===== src/rtl/dsel_sram_pkg.sv =====
package dsel_sram_pkg;

   // Operating mode decoded from the select, mute and direction inputs.
   typedef enum logic [1:0] {
      MD_IDLE  = 2'd0,   // deselected: nothing happens
      MD_READ  = 2'd1,   // selected, reading, port driven
      MD_WRITE = 2'd2,   // selected, storing din
      MD_MUTED = 2'd3    // selected read with the port forced off
   } dsel_mode_e;

endpackage


===== src/rtl/dsel_mode_decode.sv =====
module dsel_mode_decode
   import dsel_sram_pkg::*;
(
   input  logic       sel_n,
   input  logic       sel,
   input  logic       out_mute,
   input  logic       rd_wr_n,
   output dsel_mode_e mode
);

   logic picked;

   assign picked = ~sel_n & sel;

   // Priority: deselect, then write (mute is a don't-care), then mute.
   always_comb begin
      if (!picked)
         mode = MD_IDLE;
      else if (!rd_wr_n)
         mode = MD_WRITE;
      else if (out_mute)
         mode = MD_MUTED;
      else
         mode = MD_READ;
   end

endmodule


===== src/rtl/dsel_sram_array.sv =====
module dsel_sram_array #(
   parameter int ADDR_W = 8,
   parameter int DATA_W = 4,
   localparam int DEPTH = 1 << ADDR_W
) (
   input  logic              clk,
   input  logic              wr_en,
   input  logic [ADDR_W-1:0] addr,
   input  logic [DATA_W-1:0] wdata,
   output logic [DATA_W-1:0] rdata
);

   logic [DATA_W-1:0] cells [DEPTH];

   // No reset on the storage: contents are undefined until written.
   always_ff @(posedge clk) begin
      if (wr_en)
         cells[addr] <= wdata;
   end

   assign rdata = cells[addr];

endmodule


===== src/rtl/dsel_sram_rdport.sv =====
module dsel_sram_rdport #(
   parameter int DATA_W   = 4,
   parameter bit READ_REG = 1'b0
) (
   input  logic              clk,
   input  logic              rst_n,
   input  logic              rd_en,
   input  logic [DATA_W-1:0] word,
   output logic [DATA_W-1:0] dout,
   output logic              dout_oe
);

   generate
      if (READ_REG) begin : g_reg
         always_ff @(posedge clk or negedge rst_n) begin
            if (!rst_n) begin
               dout_oe <= 1'b0;
               dout    <= '0;
            end else begin
               dout_oe <= rd_en;
               dout    <= rd_en ? word : '0;
            end
         end
      end else begin : g_comb
         assign dout_oe = rd_en;
         assign dout    = rd_en ? word : '0;
      end
   endgenerate

   // an undriven port always shows zeros.
   a_r7_zero_when_off: assert property (@(posedge clk) disable iff (!rst_n)
      !dout_oe |-> (dout == '0));

endmodule


===== src/rtl/dsel_sram.sv =====
module dsel_sram
   import dsel_sram_pkg::*;
#(
   parameter int ADDR_W   = 8,
   parameter int DATA_W   = 4,
   parameter bit READ_REG = 1'b0
) (
   input  logic              clk,
   input  logic              rst_n,
   input  logic [ADDR_W-1:0] addr,
   input  logic [DATA_W-1:0] din,
   input  logic              sel_n,
   input  logic              sel,
   input  logic              out_mute,
   input  logic              rd_wr_n,
   output logic [DATA_W-1:0] dout,
   output logic              dout_oe
);

   localparam int DEPTH = 1 << ADDR_W;

   generate
      if (ADDR_W < 1 || ADDR_W > 12) begin : g_bad_addr
         initial $error("dsel_sram: ADDR_W out of range 1..12 (depth %0d)", DEPTH);
      end
      if (DATA_W < 1 || DATA_W > 64) begin : g_bad_data
         initial $error("dsel_sram: DATA_W out of range 1..64");
      end
   endgenerate

   dsel_mode_e        mode;
   logic              wr_en;
   logic              rd_en;
   logic [DATA_W-1:0] word;

   dsel_mode_decode i_decode (
      .sel_n    (sel_n),
      .sel      (sel),
      .out_mute (out_mute),
      .rd_wr_n  (rd_wr_n),
      .mode     (mode)
   );

   assign wr_en = (mode == MD_WRITE);
   assign rd_en = (mode == MD_READ);

   dsel_sram_array #(
      .ADDR_W (ADDR_W),
      .DATA_W (DATA_W)
   ) i_array (
      .clk   (clk),
      .wr_en (wr_en),
      .addr  (addr),
      .wdata (din),
      .rdata (word)
   );

   dsel_sram_rdport #(
      .DATA_W   (DATA_W),
      .READ_REG (READ_REG)
   ) i_rdport (
      .clk     (clk),
      .rst_n   (rst_n),
      .rd_en   (rd_en),
      .word    (word),
      .dout    (dout),
      .dout_oe (dout_oe)
   );

   // Port-level checks; the registered variant lags by one cycle.
   generate
      if (READ_REG) begin : g_chk_reg
         a_r3_desel_off: assert property (@(posedge clk) disable iff (!rst_n)
            (sel_n || !sel) |=> !dout_oe);
         a_r4_mute_off: assert property (@(posedge clk) disable iff (!rst_n)
            out_mute |=> !dout_oe);
         a_r6_write_off: assert property (@(posedge clk) disable iff (!rst_n)
            (!sel_n && sel && !rd_wr_n) |=> !dout_oe);
         a_r5_read_on: assert property (@(posedge clk) disable iff (!rst_n)
            (!sel_n && sel && rd_wr_n && !out_mute) |=> dout_oe);
      end else begin : g_chk_comb
         a_r3_desel_off: assert property (@(posedge clk) disable iff (!rst_n)
            (sel_n || !sel) |-> !dout_oe);
         a_r4_mute_off: assert property (@(posedge clk) disable iff (!rst_n)
            out_mute |-> !dout_oe);
         a_r6_write_off: assert property (@(posedge clk) disable iff (!rst_n)
            (!sel_n && sel && !rd_wr_n) |-> !dout_oe);
         a_r5_read_on: assert property (@(posedge clk) disable iff (!rst_n)
            (!sel_n && sel && rd_wr_n && !out_mute) |-> dout_oe);
      end
   endgenerate

endmodule


===== config.mk =====
export PLATFORM = sky130hd
export DESIGN_NAME = dsel_sram
export DESIGN_NICKNAME = d
export VERILOG_FILES = /design/src/rtl/dsel_sram_pkg.sv /design/src/rtl/dsel_mode_decode.sv /design/src/rtl/dsel_sram_array.sv /design/src/rtl/dsel_sram_rdport.sv /design/src/rtl/dsel_sram.sv
export SDC_FILE = /design/constraint.sdc
export NUM_CORES = 1
export LEC_CHECK = 0
export CAP_MARGIN = 15
export CORE_MARGIN = 1
export CORE_UTILIZATION = 63
export DETAILED_ROUTE_END_ITERATION = 8
export MAX_ROUTING_LAYER = met4
export PLACE_DENSITY_LB_ADDON = 0.08
export RECOVER_POWER = 100
export SKIP_LAST_GASP = 1
export SLEW_MARGIN = 30
export SYNTH_ARGS = -nofsm -noshare
export SYNTH_HDL_FRONTEND = slang
export SYNTH_SLANG_ARGS = --single-unit
export TNS_END_PERCENT = 10

===== constraint.sdc =====
create_clock -name clk -period 3.62 [get_ports clk]
set_input_delay 0.724 -clock clk [delete_from_list [all_inputs] [get_ports clk]]
set_output_delay 0.724 -clock clk [all_outputs]
set_load 0.05 [all_outputs]

==> flow_summary.toml <==
[outcome]
status = "finished with violations"
failed_checks = "capacitance limit, slew limit, setup timing"

[sta]
max_freq_mhz = 262
finalCritPeriodShare_pct = 105
post-route-min-period_ns = 3.81
setup_viol = 4
rsz0062_at_grt = "true"
slew_viol_final = 375
finalHoldViolCount = 0
setup_ws_ns = -0.195
worst_pin_slew_ns = 3.39
whs_ns = 1.05
slew_headroom_pct = -126

[layout]
area_delta_synth_final_pct = 15.0
n_antenna_cell = 0
nets = 2267
seq_area_um2 = 30700
multi_input_area_um2 = 9310
top_regs = "i_array.cells (1024)"
drive_gt1_share_pct = 28.4
regMostFlops = "i_array.cells"
fin_cells = 3172
n_fill_cell = 3616
fin_util_pct = 73.7
largest_reg_flops = 1024

[clock_tree]
path_clk_slew_ns = 0.06
h-tree-depth = 3
cts_buffer_depth = 3
cts_made_buffers = 95
cts-root-buf = "clkbuf_16"
clock_sinks = 1024
cts_tree = "yes"

[placed_design]
dp_cells = 2970
dp_hpwl_mm = 57.2
gp_congestion = 0.922
port-buffer-count = 21

[floorplan]
io-pin-count = 23
initial_utilization_pct = 64.1
die_y_um = 256
fp.dieW_um = 256
coreArea_um2 = 63300
row_count = 92
die-area_um2 = 65400

[worst_setup_path]
setup.worst_path.class = "in2out"
cp_common_cell = "buf_12"
cp.depth = 13
start_kind = "input port"
cp_slowest_stage_delay_ns = 0.50
path_delay_family = "buffers and inverters"
worstPathRequired_ns = 2.90
path_buf_inv = 7
cp-end-kind = "output port"
cp_slowest_cell = "mux4_2"
cp_cell_sequence = "buf_16 > buf_16 > buf_12 > buf_12 > buf_12 > mux4_2 > o2111ai_1 > a21oi_1 > o22ai_1 > nor3_1 > buf_4 > o22a_2 > buf_12"
crit_fanout = 6
arrival_ns = 3.09

[yosys]
synthCells = 2032
syn_area_um2 = 40600
synth_top_flop_cell = "edfxtp_1"
yosysWarnings = 0
seq_area_frac_synth_pct = 75.8
synth_cell_types = 43
synth_async_sr_flop_share_pct = 0
ys_ff_latch = 1024
yosys-top-cells-area = "edfxtp_1 76%, mux4_2 14%, nor2_1 2.5%, mux2i_1 2.1%, a22oi_1 0.74%"
synth_top_area_cell = "edfxtp_1"
avgSynthCellArea_um2 = 20.0
synth_top_area_share_pct = 75.8
synth-edff-count = 1024
syn_nets = 2050

[pwr]
irDropWorstVdd_uv = 396
total_power_w = 0.0243
power_density_nw_per_um2 = 522
leakagePower_nw = 14.8

[job]
cap_violations = 4

[detailed_routing]
route.detailed.drc = 0
postRouteAntennaNets = 0
drt_iter0_drc = 2345
num_vias = 21000
viasPerCell = 6.61
routed_wl_mm = 92.4
drtPass1Iterations = 5
post_drt_wl_per_cell_um = 29.1

[hold_path]
min_path_cells = 5
hold_path_class = "in2reg"

[grt]
grt_max_degree = 108
antenna_found_initial = 0
grt_pass1_vias = 21400
gr-total-overflow = 0
track_usage_pct = 30.0
grt_pass1_wl_mm = 139
layout by cell type (no fill, tap or decap), types with 11 or more instances in the layout:
cell       Yosys  final
o21ai_0       13     12
clkbuf_16      0     97
clkinv_1       0     18
clkbuf_2       1     13
edfxtp_1    1024   1024
buf_12         0     30
nand2_1       63     63
nor2_1       268    267
a22oi_1       40     38
clkbuf_1      60     31
bufinv_16      0     11
clkinv_2       0     20
a21oi_1       27     24
mux2i_1       84     81
buf_4         20    170
mux4_2       248    248
path summary, 6_finish.rpt:
kind | slack (ns) | start | endpoint
hold / removal | 1.05 | addr[3] | i_array.cells[187][1]$_DFFE_PP_
setup / recovery | -0.19 | addr[0] | dout[3]
synthesized netlist by cell type (all sizes together) (3+ instances only):
master   number
nor3b         3
a22oi        40
o22a          3
a21oi        27
nand3        10
nor3          7
mux2          5
clkbuf       61
buf          70
o21ai        17
and2          3
nor2b        11
a221oi        9
o22ai        12
mux4        248
nor2        268
o2111ai      11
nand2b        6
a211oi        8
a311oi        8
a31oi         8
o221ai        3
a21boi        3
o211ai        8
mux2i        84
nand2        63
edfxtp     1024
stage by stage:
stage / area [µm²] / setup slack, ns / TNS, ns
6_report: 46600 / -0.195 / -0.727
5_1_grt: 46600 / -0.232 / -16.85
4_1_cts: 46700 / -0.160 / -0.631
3_5_place_dp: 43200 / -0.418 / -1.51
3_3_place_gp: 43200 / -0.414 / -1.48
2_1_floorplan: 40600 / 0.0875 / 0
cell families after synthesis:
| logic type | share of synthesized area (%) |
|---|---|
| AO/OA/AOI/OAI | 2.74 |
| buffers and inverters | 1.67 |
| flip-flops | 75.8 |
| multiplexers | 16.0 |
| AND/OR/NAND/NOR | 3.80 |
timing repair:
action	4_1_cts	5_1_grt
hold buffers	0	0
cloned	4	0
pin swaps	13	5
setup endpoints to repair	4	4
resized for setup	44	17
buffers inserted	19	5
power by group:
group	total, W	switching (W)	internal, W
sequential	0.0131	0.00000197	0.0131
combinational	0.00138	0.000790	0.000590
clock	0.00989	0.00420	0.00569
total	0.0243	0.00499	0.0193
worst min-delay path, delay by kind of cell:
family	cells	cell delay [ns]
buffers and inverters	3	0.53
and+or+nand+nor	2	0.24
cell type report:
| cell class | count | share of cell area, % |
|---|---|---|
| Tap cell | 846 | 2.27 |
| Clock inverter | 57 | 1.21 |
| Clock buffer | 117 | 5.37 |
| Multi-Input combinational cell | 877 | 20.0 |
| Timing Repair Buffer | 251 | 5.24 |
| Sequential cell | 1024 | 65.9 |
routing by layer:
metal | global-route usage, % | share of wire [%] | vias up
met3 | 4.95 | 9.1 | 169
met1 | 41.8 | 39 | 10900
met4 | 8.78 | 2.8 | 0
li1 | - | - | 8762
met5 | - | 0 | -
met2 | 46.6 | 49 | 1114
Note: power is estimated with default switching activity, not from simulation.
